--- config.mk ---
export PLATFORM = sky130hd
export DESIGN_NAME = chan_status_resp
export DESIGN_NICKNAME = d
export VERILOG_FILES = /design/src/rtl/csr_pkg.sv /design/src/rtl/csr_decode.sv /design/src/rtl/csr_pend.sv /design/src/rtl/csr_present.sv /design/src/rtl/chan_status_resp.sv
export SDC_FILE = /design/constraint.sdc
export NUM_CORES = 1
export LEC_CHECK = 0
export BUFFER_PORTS_ARGS = -buffer_cell sky130_fd_sc_hd__buf_2
export CAP_MARGIN = 20
export CORE_MARGIN = 1.5
export CORE_UTILIZATION = 56
export CTS_CLUSTER_SIZE = 24
export DETAILED_ROUTE_END_ITERATION = 16
export PLACE_DENSITY = 0.8
export SYNTH_ARGS = -nofsm -noshare
export SYNTH_HDL_FRONTEND = slang
export SYNTH_SLANG_ARGS = --single-unit
--- constraint.sdc ---
create_clock -name clk -period 3.08 [get_ports clk]
set_input_delay 0.616 -clock clk [delete_from_list [all_inputs] [get_ports clk]]
set_output_delay 0.616 -clock clk [all_outputs]
set_load 0.02 [all_outputs]
--- src/rtl/csr_pkg.sv ---
package csr_pkg;
  localparam int ST_SM   = 6;
  localparam int ST_BUSY = 4;
  localparam int ST_CE   = 3;
  localparam int ST_DE   = 2;
  localparam int ST_UC   = 1;

  typedef enum logic [2:0] {
    CLS_TIO, CLS_NOP, CLS_IMM, CLS_SEP, CLS_TOG, CLS_BAD
  } cmd_cls_t;
endpackage

--- src/rtl/csr_decode.sv ---
module csr_decode
  import csr_pkg::*;
(
  input  logic [7:0] cmd,
  output cmd_cls_t   cls
);
  always_comb begin
    unique case (cmd)
      8'h00:                          cls = CLS_TIO;
      8'h03:                          cls = CLS_NOP;
      8'h0B, 8'h0F, 8'h1B:            cls = CLS_IMM;
      8'h01, 8'h02, 8'h05, 8'h06,
      8'h0D:                          cls = CLS_SEP;
      8'h04, 8'h0A, 8'h12, 8'hE4:     cls = CLS_TOG;
      default:                        cls = CLS_BAD;
    endcase
  end
endmodule

--- src/rtl/csr_pend.sv ---
module csr_pend
  import csr_pkg::*;
#(
  parameter int NUM_DEV = 4
) (
  input  logic                      clk,
  input  logic                      rst_n,
  input  logic [NUM_DEV-1:0]        clr_mask,
  input  logic [NUM_DEV-1:0][7:0]   or_bits,
  input  logic [NUM_DEV-1:0]        follow_set,
  output logic [NUM_DEV-1:0][7:0]   pend
);
  localparam logic [7:0] DE_BYTE = 8'(1 << ST_DE);

  for (genvar i = 0; i < NUM_DEV; i++) begin : g_dev
    logic [7:0] pend_d;
    logic       follow_q, follow_d;

    always_comb begin
      pend_d   = clr_mask[i] ? (follow_q ? DE_BYTE : 8'h00) : pend[i];
      pend_d   = pend_d | or_bits[i];
      follow_d = (follow_q & ~clr_mask[i]) | follow_set[i];
    end

    always_ff @(posedge clk or negedge rst_n) begin
      if (!rst_n) begin
        pend[i]  <= 8'h00;
        follow_q <= 1'b0;
      end else begin
        pend[i]  <= pend_d;
        follow_q <= follow_d;
      end
    end


    clr_empties_chk: assert property (@(posedge clk) disable iff (!rst_n)
      (clr_mask[i] && !follow_q && or_bits[i] == 8'h00) |=> pend[i] == 8'h00);

    follow_de_chk: assert property (@(posedge clk) disable iff (!rst_n)
      (clr_mask[i] && follow_q) |=> pend[i][ST_DE]);
  end
endmodule

--- src/rtl/csr_present.sv ---
module csr_present #(
  parameter int NUM_DEV = 4,
  parameter int DEV_W   = 2
) (
  input  logic [NUM_DEV-1:0][7:0] pend,
  output logic                    any,
  output logic [DEV_W-1:0]        idx,
  output logic [7:0]              sbyte
);
  always_comb begin
    any = 1'b0;
    idx = '0;
    for (int i = NUM_DEV - 1; i >= 0; i--) begin
      if (pend[i] != 8'h00) begin
        any = 1'b1;
        idx = DEV_W'(i);
      end
    end
    sbyte = pend[idx];
  end
endmodule

--- src/rtl/chan_status_resp.sv ---
module chan_status_resp
  import csr_pkg::*;
#(
  parameter int DEV_W = 2
) (
  input  logic             clk,
  input  logic             rst_n,
  input  logic             sel_valid,
  input  logic [DEV_W-1:0] sel_dev,
  input  logic [7:0]       sel_cmd,
  input  logic             sel_perr,
  input  logic             sel_intv,
  input  logic             rst_busy,
  input  logic             done_valid,
  input  logic             post_valid,
  input  logic [DEV_W-1:0] post_dev,
  input  logic [7:0]       post_bits,
  input  logic             stat_ack,
  output logic             rsp_valid,
  output logic [7:0]       rsp_status,
  output logic             rsp_accept,
  output logic             stat_valid,
  output logic [DEV_W-1:0] stat_dev,
  output logic [7:0]       stat_byte
);
  localparam int         NUM_DEV = 1 << DEV_W;
  localparam logic [7:0] B_BUSY  = 8'(1 << ST_BUSY);
  localparam logic [7:0] B_CUB   = 8'((1 << ST_BUSY) | (1 << ST_SM));
  localparam logic [7:0] B_CE    = 8'(1 << ST_CE);
  localparam logic [7:0] B_DE    = 8'(1 << ST_DE);
  localparam logic [7:0] B_UC    = 8'(1 << ST_UC);

  cmd_cls_t                  cls;
  logic [NUM_DEV-1:0][7:0]   pend;
  logic [NUM_DEV-1:0]        clr_mask, follow_set;
  logic [NUM_DEV-1:0][7:0]   or_bits;

  logic             rsp_valid_d, rsp_accept_d;
  logic [7:0]       rsp_status_d;
  logic             op_busy_q, op_busy_d;
  logic [DEV_W-1:0] op_dev_q, op_dev_d;
  cmd_cls_t         op_cls_q, op_cls_d;
  logic             start_op, tio_clr, other_pend;
  logic [7:0]       addr_pend;

  csr_decode u_dec (.cmd(sel_cmd), .cls(cls));

  csr_pend #(.NUM_DEV(NUM_DEV)) u_pend (
    .clk(clk), .rst_n(rst_n), .clr_mask(clr_mask), .or_bits(or_bits),
    .follow_set(follow_set), .pend(pend));

  csr_present #(.NUM_DEV(NUM_DEV), .DEV_W(DEV_W)) u_pres (
    .pend(pend), .any(stat_valid), .idx(stat_dev), .sbyte(stat_byte));

  // selection reply decision
  always_comb begin
    addr_pend  = pend[sel_dev];
    other_pend = 1'b0;
    for (int i = 0; i < NUM_DEV; i++)
      if (DEV_W'(i) != sel_dev && pend[i] != 8'h00) other_pend = 1'b1;

    rsp_status_d = 8'h00;
    rsp_accept_d = 1'b0;
    start_op     = 1'b0;
    tio_clr      = 1'b0;
    if (rst_busy) begin
      rsp_status_d = B_CUB;
    end else if (addr_pend != 8'h00) begin
      if (cls == CLS_TIO) begin
        rsp_status_d = addr_pend;
        rsp_accept_d = 1'b1;
        tio_clr      = 1'b1;
      end else begin
        rsp_status_d = addr_pend | B_BUSY;
      end
    end else if (cls == CLS_TIO) begin
      rsp_accept_d = 1'b1;
    end else if (op_busy_q) begin
      rsp_status_d = (op_dev_q == sel_dev) ? B_BUSY : B_CUB;
    end else if (other_pend) begin
      rsp_status_d = B_CUB;
    end else if (sel_perr || sel_intv || cls == CLS_BAD) begin
      rsp_status_d = B_UC;
    end else begin
      rsp_accept_d = 1'b1;
      unique case (cls)
        CLS_NOP: rsp_status_d = B_CE | B_DE;
        CLS_IMM: begin rsp_status_d = B_CE; start_op = 1'b1; end
        default: start_op = 1'b1;
      endcase
    end
    rsp_valid_d = sel_valid;
    if (!sel_valid) begin
      start_op = 1'b0;
      tio_clr  = 1'b0;
    end
  end

  // pending-status update requests and operation tracking
  always_comb begin
    clr_mask   = '0;
    follow_set = '0;
    or_bits    = '0;
    if (tio_clr) clr_mask[sel_dev] = 1'b1;
    if (stat_ack && stat_valid) clr_mask[stat_dev] = 1'b1;
    if (post_valid) or_bits[post_dev] = post_bits;
    op_busy_d = op_busy_q;
    op_dev_d  = op_dev_q;
    op_cls_d  = op_cls_q;
    if (done_valid && op_busy_q) begin
      op_busy_d = 1'b0;
      unique case (op_cls_q)
        CLS_IMM: or_bits[op_dev_q] = or_bits[op_dev_q] | B_DE;
        CLS_SEP: begin
          or_bits[op_dev_q]    = or_bits[op_dev_q] | B_CE;
          follow_set[op_dev_q] = 1'b1;
        end
        default: or_bits[op_dev_q] = or_bits[op_dev_q] | B_CE | B_DE;
      endcase
    end
    if (start_op) begin
      op_busy_d = 1'b1;
      op_dev_d  = sel_dev;
      op_cls_d  = cls;
    end
  end

  always_ff @(posedge clk or negedge rst_n) begin
    if (!rst_n) begin
      rsp_valid  <= 1'b0;
      rsp_status <= 8'h00;
      rsp_accept <= 1'b0;
      op_busy_q  <= 1'b0;
      op_dev_q   <= '0;
      op_cls_q   <= CLS_NOP;
    end else begin
      rsp_valid  <= rsp_valid_d;
      if (sel_valid) begin
        rsp_status <= rsp_status_d;
        rsp_accept <= rsp_accept_d;
      end
      op_busy_q  <= op_busy_d;
      op_dev_q   <= op_dev_d;
      op_cls_q   <= op_cls_d;
    end
  end


  reply_timing_chk: assert property (@(posedge clk) disable iff (!rst_n)
    sel_valid |=> rsp_valid);

  reply_cause_chk: assert property (@(posedge clk) disable iff (!rst_n)
    rsp_valid |-> $past(sel_valid));

  uc_reject_chk: assert property (@(posedge clk) disable iff (!rst_n)
    (rsp_valid && rsp_status == B_UC) |-> !rsp_accept);

  busy_reject_chk: assert property (@(posedge clk) disable iff (!rst_n)
    (rsp_valid && rsp_status[ST_BUSY]) |-> !rsp_accept);

  offer_nonzero_chk: assert property (@(posedge clk) disable iff (!rst_n)
    stat_valid |-> stat_byte != 8'h00);

  reset_busy_chk: assert property (@(posedge clk) disable iff (!rst_n)
    (sel_valid && rst_busy) |=> (rsp_status == B_CUB && !rsp_accept));
endmodule

==> impl_results.md, run 1 <==
- Largest area contributor in the netlist: dfrtp_1
- DP HPWL: ~6200 microns
- Uppermost layer routed: met4
- Multi-input logic area: 1630 sq um
- Setup Viol. Count Final: 0
- Longest Clk Path Bufs: 2
- # diodes: 0
- GRT Residual Overflow: 0
- Clock transition at the registers of the reported paths: about 0.1 ns
- Fill cells: between 400 and 500
- Synth Warn #: 0
- Crit Path Category: reg2out
- Tmin final: between 2 and 3 ns
- Fin util: slightly below 70%
- Reg area: around 1300 sq um
- Clock skew: about 0.0088 ns
- Hold Violations, Final: 0
- PortBufs: between 40 and 50
- Rows: 26
- Yosys reg bits: 52
- Via/cell ratio: approximately 6.8
- Clock root cell: clkbuf_8
- Met2 WL: roughly 4000 microns
- First-pass GRT wire length: between 10000 and 15000 microns
- DRT Pass-1 Iters: 6
- Worst Tran Pin Value: ~0.77 ns
- # nets final: 381
- Post-synth EDFFs: 0
- LEAKAGE: around 1.5 nW
- Most frequent cells in the layout: dfrtp_1 (51), buf_2 (49), nand2_1 (39)
- Most common cell after layout, fill and taps aside: dfrtp_1
- Worst vdd ir: about 0.32 mV
- Synth async-reset ratio: between 90% and 100%
- Max-Cap Viols: 0
- Status: completed
- Met3 WL post-DR: 796 microns
- Core footprint: just over 5000 sq um
- WL/cell: 19.85 microns
- Syn avg cell area: ~10 sq um
- Vert. Die Dim: 76.44 microns
- M1 WL: between 3000 and 4000 microns
- Ys flop type: dfrtp_1
- Total I/O pin count: 50
- Final ANT Viol Nets: 0
- Synth top area cells: dfrtp_1 (42%), a32o_1 (8.0%), mux4_2 (6.0%)
- Worst-Skew Late Latency: ~0.31 ns
- Total routed wirelength: about 8400 microns
- Max Slew Vio Count: 0
- First-iteration detailed-routing DRC count: 464
- Sequential cell area fraction in the yosys report: a little over two fifths
- CP required: 2.46 ns
- CTS tree: done
- Peak Freq: approximately 0.33 GHz
- Yosys top cell area share: between 40% and 50%
- Global placer's final weighted congestion: 0.9818
- P&R area growth vs syn: 15.82%
- Crit path launch type: flip-flop
- Initial core utilization: a little under 60%
- Netlist Area Pre-Place: between 3000 and 4000 sq um
- Data arrival time of the critical path: between 2 and 2.5 ns
- Via count: 2879
- CTS Buf Count: 5
- Mapped Cells: about 300
- Largest net degree at the start of global routing: 30
- Clock sinks: 52
- DRC violations left: 0
- Initial antenna violation count: 0
- Slew margin rel.: roughly 48%
- Die area: between 5000 and 6000 sq um
- Hold WS: 0.2574 ns
- PwrDens: between 500 and 600 nW/um^2
- H-tree levels: 2
- HP Class: in2async
- Die W: between 70 and 80 microns
- Period utilisation layout: a little under 100%
- Vias in the first global route: about 2800
- Count of different cell masters after synthesis: 51
- CP Capture Type: output port
- Fraction of layout cells with a size suffix above 1: a little over a quarter
- Crit path max fanout: 8
- Mapped Nets: ~330
- Tot GR Track Use: between 30% and 40%
cells by family after synthesis:
| group | Yosys count | synth area share, % |
|---|---|---|
| compound gates | 85 | 22.74 |
| xor+xnor | 4 | 1.160 |
| fa+ha+maj | 1 | 0.3314 |
| buf+inv | 25 | 3.687 |
| flops | 52 | 43.12 |
| mux | 14 | 8.119 |
| simple gates | 116 | 20.84 |
layer usage:
| layer | track usage [%] | up-vias |
|---|---|---|
| met5 | 0 | - |
| met4 | 12.41 | 0 |
| met3 | 4.431 | 24 |
| met2 | 46.88 | 194 |
| met1 | 42.46 | 1387 |
| li1 | - | 1274 |
worst paths after layout:
| path | startpoint | end | slack (ns) | cells after the start |
|---|---|---|---|---|
| max | u_pend.pend[1] | stat_byte[0] | 0.09 | 6 |
| min | rst_n | u_pend.pend[14] | 0.26 | 1 |
| max reg2reg | u_pend.pend[17] | rsp_status[3] | 0.36 | 8 |
| min reg2reg | u_pend.g_dev[2].follow_q | u_pend.g_dev[2].follow_q | 0.49 | 2 |
| max in group asynchronous | rst_n | op_cls_q[0] | 2.02 | 2 |
| min in group clk | sel_valid | rsp_valid | 0.49 | 1 |
power by group:
part / internal, mW / switching (mW)
combinational: 0.262 / 0.339
clock: 0.162 / 0.236
sequential: 0.798 / 0.148
total: 1.22 / 0.723
through the flow:
stage	setup TNS, ns	power (mW)	std cells	setup WS, ns	area [sq um]
floorplan	0	1.304	297	0.4114	3020
global placement	0	1.509	413	0.1176	3369
detailed placement	0	1.533	413	0.006414	3369
CTS	0	1.928	421	0.003046	3465
global route	-0.04311	2.030	423	-0.02153	3498
finish	0	1.946	423	0.09133	3498
sequential cells by signal, indices dropped and copies added (netlist names):
name                   flops
u_pend.g_dev.follow_q      4
op_dev_q                   2
rsp_status                 8
rsp_valid                  1
rsp_accept                 1
op_cls_q                   3
u_pend.pend               32
op_busy_q                  1
Yosys cell counts (2+ instances only):
cell       n
nand3_1    9
inv_1     10
nor3_1    13
and2_1     4
a31oi_2    2
buf_6      2
o41ai_1    2
buf_2      2
mux4_2     8
nor4_4     2
o211ai_1   2
mux2_1     4
a221oi_1  10
a32o_1    24
a21oi_1   12
xor2_1     2
a221o_1    2
a21o_1     2
a31oi_1    3
nor2_1    12
mux2i_1    2
nor4_1    11
a22oi_1    4
nand4_1    4
or4_1      3
nor2b_1    6
nand2_1   39
dfrtp_1   51
o21ai_0   10
xnor2_1    2
nand2b_1   4
clkbuf_1  11
a22o_1     5
what timing repair did:
action | CTS | global route
setup buffers | 0 | 2
endpoints found under the setup margin | 8 | 8
cloned | 0 | 0
pin swaps | 0 | 1
gates resized for setup | 1 | 3
hold buffers | 0 | 0
critical path, cell delays in order (launching register included):
cell      delay [ns]
dfrtp_1         0.45
nor4_1          0.51
nand2_1         0.21
nor3_4          0.47
a221oi_1        0.17
nand2_1         0.09
buf_2           0.16
cell type report:
class                           instances  area share [%]
Inverter                               10           1.073
Clock buffer                            5           1.967
Clock inverter                          3          0.6080
Multi-Input combinational cell        220           46.60
Tap cell                               70           2.504
Sequential cell                        52           37.23
Timing Repair Buffer                   63           10.01
No activity file was read; power rests on OpenSTA's default activity.
==> inputs of run 2 (changes only) <==
--- a/config.mk
+++ b/config.mk
@@ -5,13 +5,15 @@
 export SDC_FILE = /design/constraint.sdc
 export NUM_CORES = 1
 export LEC_CHECK = 0
+export ABC_AREA = 1
 export BUFFER_PORTS_ARGS = -buffer_cell sky130_fd_sc_hd__buf_2
 export CAP_MARGIN = 20
 export CORE_MARGIN = 1.5
-export CORE_UTILIZATION = 56
+export CORE_UTILIZATION = 40
 export CTS_CLUSTER_SIZE = 24
 export DETAILED_ROUTE_END_ITERATION = 16
-export PLACE_DENSITY = 0.8
+export GPL_ROUTABILITY_DRIVEN = 0
+export PLACE_DENSITY = 0.6
 export SYNTH_ARGS = -nofsm -noshare
 export SYNTH_HDL_FRONTEND = slang
 export SYNTH_SLANG_ARGS = --single-unit
==> run 2 against run 1 <==
Against the previous run: synthesized area up 11%; flip-flop and latch count is the same; non-clock buffer count down 10; combinational power fell by 9.1%; sequential share of layout area fell by 3.0 points; cell area grew 8.8%; critical path type unchanged; hold slack got worse by 0.020 ns; synthesized cell count grew 69%; clock skew rose by 0.0051 ns; clock power increased by 24%; sequential power shrank 3.9%.
==> impl_results.md, run 2 <==
- Tmin final: approximately 2.8 ns
- Rows: 33
- Die W: 94.36 microns
- Worst path slowest cell: dfrtp_1
- Total I/O pin count: 50
- Final ANT Viol Nets: 0
- Setup Viol. Count Final: 0
- H-tree levels: 2
- Synth async-reset ratio: 100.0%
- Clock skew: between 0.01 and 0.015 ns
- Yosys reg bits: 52
- Top cells by instance count after synthesis: nand2_1 (147), nor2_1 (71), nand3_1 (66)
- Status: completed
- First-iteration detailed-routing DRC count: approximately 270
- Overall power: between 1.5 and 2 mW
- Max Slew Vio Count: 0
- Crit-path max cell delay: around 0.43 ns
- Post-synth EDFFs: 0
- PwrDens: about 510 nW/um^2
- Sequential cell area fraction in the yosys report: around two fifths
- # nets final: ~580
- Synth Warn #: 0
- First-pass GRT wire length: roughly 15000 microns
- Sum Neg Setup Slack: 0 ns
- Initial core utilization: about two fifths
- Crit path max fanout: 8
- HP Class: in2async
- LEAKAGE: 1.976 nW
- # diodes: 0
- Mapped Cells: 501
- Worst-Skew Late Latency: about 0.31 ns
- Most frequent cell after synthesis: nand2_1
- Peak Freq: ~0.35 GHz
- Tot GR Track Use: about 22%
- Via count: around 3500
- Most numerous cell on the critical path: nand2_1
- Worst path cell trace: nor2_1 > nand2_1 > nor2_1 > inv_1 > o21ai_0 > nand2_1 > nand2_1 > clkinvlp_4 > nand2_1 > o2111ai_1 > buf_2
- Mapped Nets: 530
- Data arrival time of the critical path: 2.23 ns
- CP Capture Type: output port
- Hold Violations, Final: 0
- WL/cell: roughly 15 microns
- Most frequent cells in the layout: nand2_1 (147), nor2_1 (70), nand3_1 (66)
- Total routed wirelength: 9604 microns
- Largest register FFs: 32
- Max-Cap Viols: 0
- Clock sinks: 52
- CTS Buf Count: 5
- Via/cell ratio: about 5.3
- CP required: ~2.5 ns
- Cells after DPL: between 600 and 700
- Crit Path Category: reg2out
- Crit path launch type: flip-flop
- Initial antenna violation count: 0
- Fraction of layout cells with a size suffix above 1: ~15%
- RSZ-0062 raised after global routing: false
- Worst vdd ir: between 0.3 and 0.4 mV
- Synth top area cells: dfrtp_1 (38%), nand2_1 (17%), nand3_1 (9.9%)
- Clock root cell: clkbuf_8
- Most common cell after layout, fill and taps aside: nand2_1
- Largest Register: u_pend.pend
- Core footprint: slightly above 8000 sq um
- Hold WS: between 0.2 and 0.25 ns
- Regs by FF count: u_pend.pend: 32 flops, rsp_status: 8 flops, u_pend.g_dev.follow_q: 4 flops
- DRT Pass-1 Iters: 6
- Fin cells: between 600 and 700
- Largest net degree at the start of global routing: 23
- DP HPWL: slightly below 8000 microns
- Placed Area: ~3700 sq um
- Post-cts hold buffer count: 0
- GRT Residual Overflow: 0
- Die area: roughly 8900 sq um
- CTS tree: done
- DRC violations left: 0
- Post-Layout Inst Area: between 3000 and 4000 sq um
- Vias in the first global route: between 3000 and 4000
- Clock transition at the registers of the reported paths: roughly 0.090 ns
- Ys flop type: dfrtp_1
- Yosys top cell area share: between 30% and 40%
- Syn avg cell area: between 6 and 7 sq um
- Crit path max-delay family: simple AND/OR/NAND/NOR gates
- Worst Tran Pin Value: a little over 0.5 ns
- Largest area contributor in the netlist: dfrtp_1
- P&R area growth vs syn: 13.98%
- Slew margin rel.: 66.23%
- Vert. Die Dim: about 94 microns
- PortBufs: between 40 and 50
- Netlist Area Pre-Place: between 3000 and 4000 sq um
- WP buf/inv: 3
- Count of different cell masters after synthesis: 30
- Period utilisation layout: just over 90%
- Longest Clk Path Bufs: 2
[run 2: cells by family (layout without fill, tap and decap cells)]
family	after synthesis	count (layout)	synth area share, %
compound gates	74	74	13.31
buf+inv	71	123	8.995
flops	52	52	39.02
xor+xnor	1	1	0.2624
simple gates	303	303	38.42
[run 2: area by class of cell]
class                           count  area (sq um)
Clock buffer                        6         82.58
Clock inverter                      2         38.79
Fill cell                         857          4329
Inverter                           62         236.5
Multi-Input combinational cell    378          1738
Sequential cell                    52          1303
Tap cell                          105         131.4
Timing Repair Buffer               53         275.3
[run 2: report_power, final]
part           internal [mW]  switching, mW  leakage, nW
Combinational          0.191          0.357         1.30
Clock                  0.266          0.226       0.0614
Sequential             0.788          0.120        0.616
[run 2: what timing repair did]
action	CTS	global route
endpoints found under the setup margin	0	4
gates resized for setup	0	2
setup buffers	0	0
[run 2: through the flow]
stage	util, %	setup WS (ns)
after global placement	45.21	0.4150
after floorplan	-	0.6654
after global routing	46.78	0.01213
after detailed placement	45.21	0.4132
after CTS	46.70	0.2063
final	46.78	0.2307
[run 2: path summary, 6_finish.rpt]
check / cells past startpoint / slack, ns / startpoint / end
worst max-delay path: 11 / 0.23 / u_pend.pend[20] / stat_byte[0]
worst min register to register: 2 / 0.48 / rsp_status[3] / rsp_status[3]
worst min-delay path: 1 / 0.24 / rst_n / u_pend.pend[8]
max in group asynchronous: 2 / 2.18 / rst_n / op_cls_q[0]
min in group clk: 1 / 0.46 / sel_valid / rsp_valid
worst max register to register: 12 / 0.97 / u_pend.pend[20] / u_pend.pend[18]
[run 2: per-layer routing]
layer	wire length [microns]	share of wire, %	track usage [%]
met1	4400	46	30.41
met5	0	0	0
met3	742	7.7	4.187
met2	4341	45	35.67
met4	119	1.2	5.846
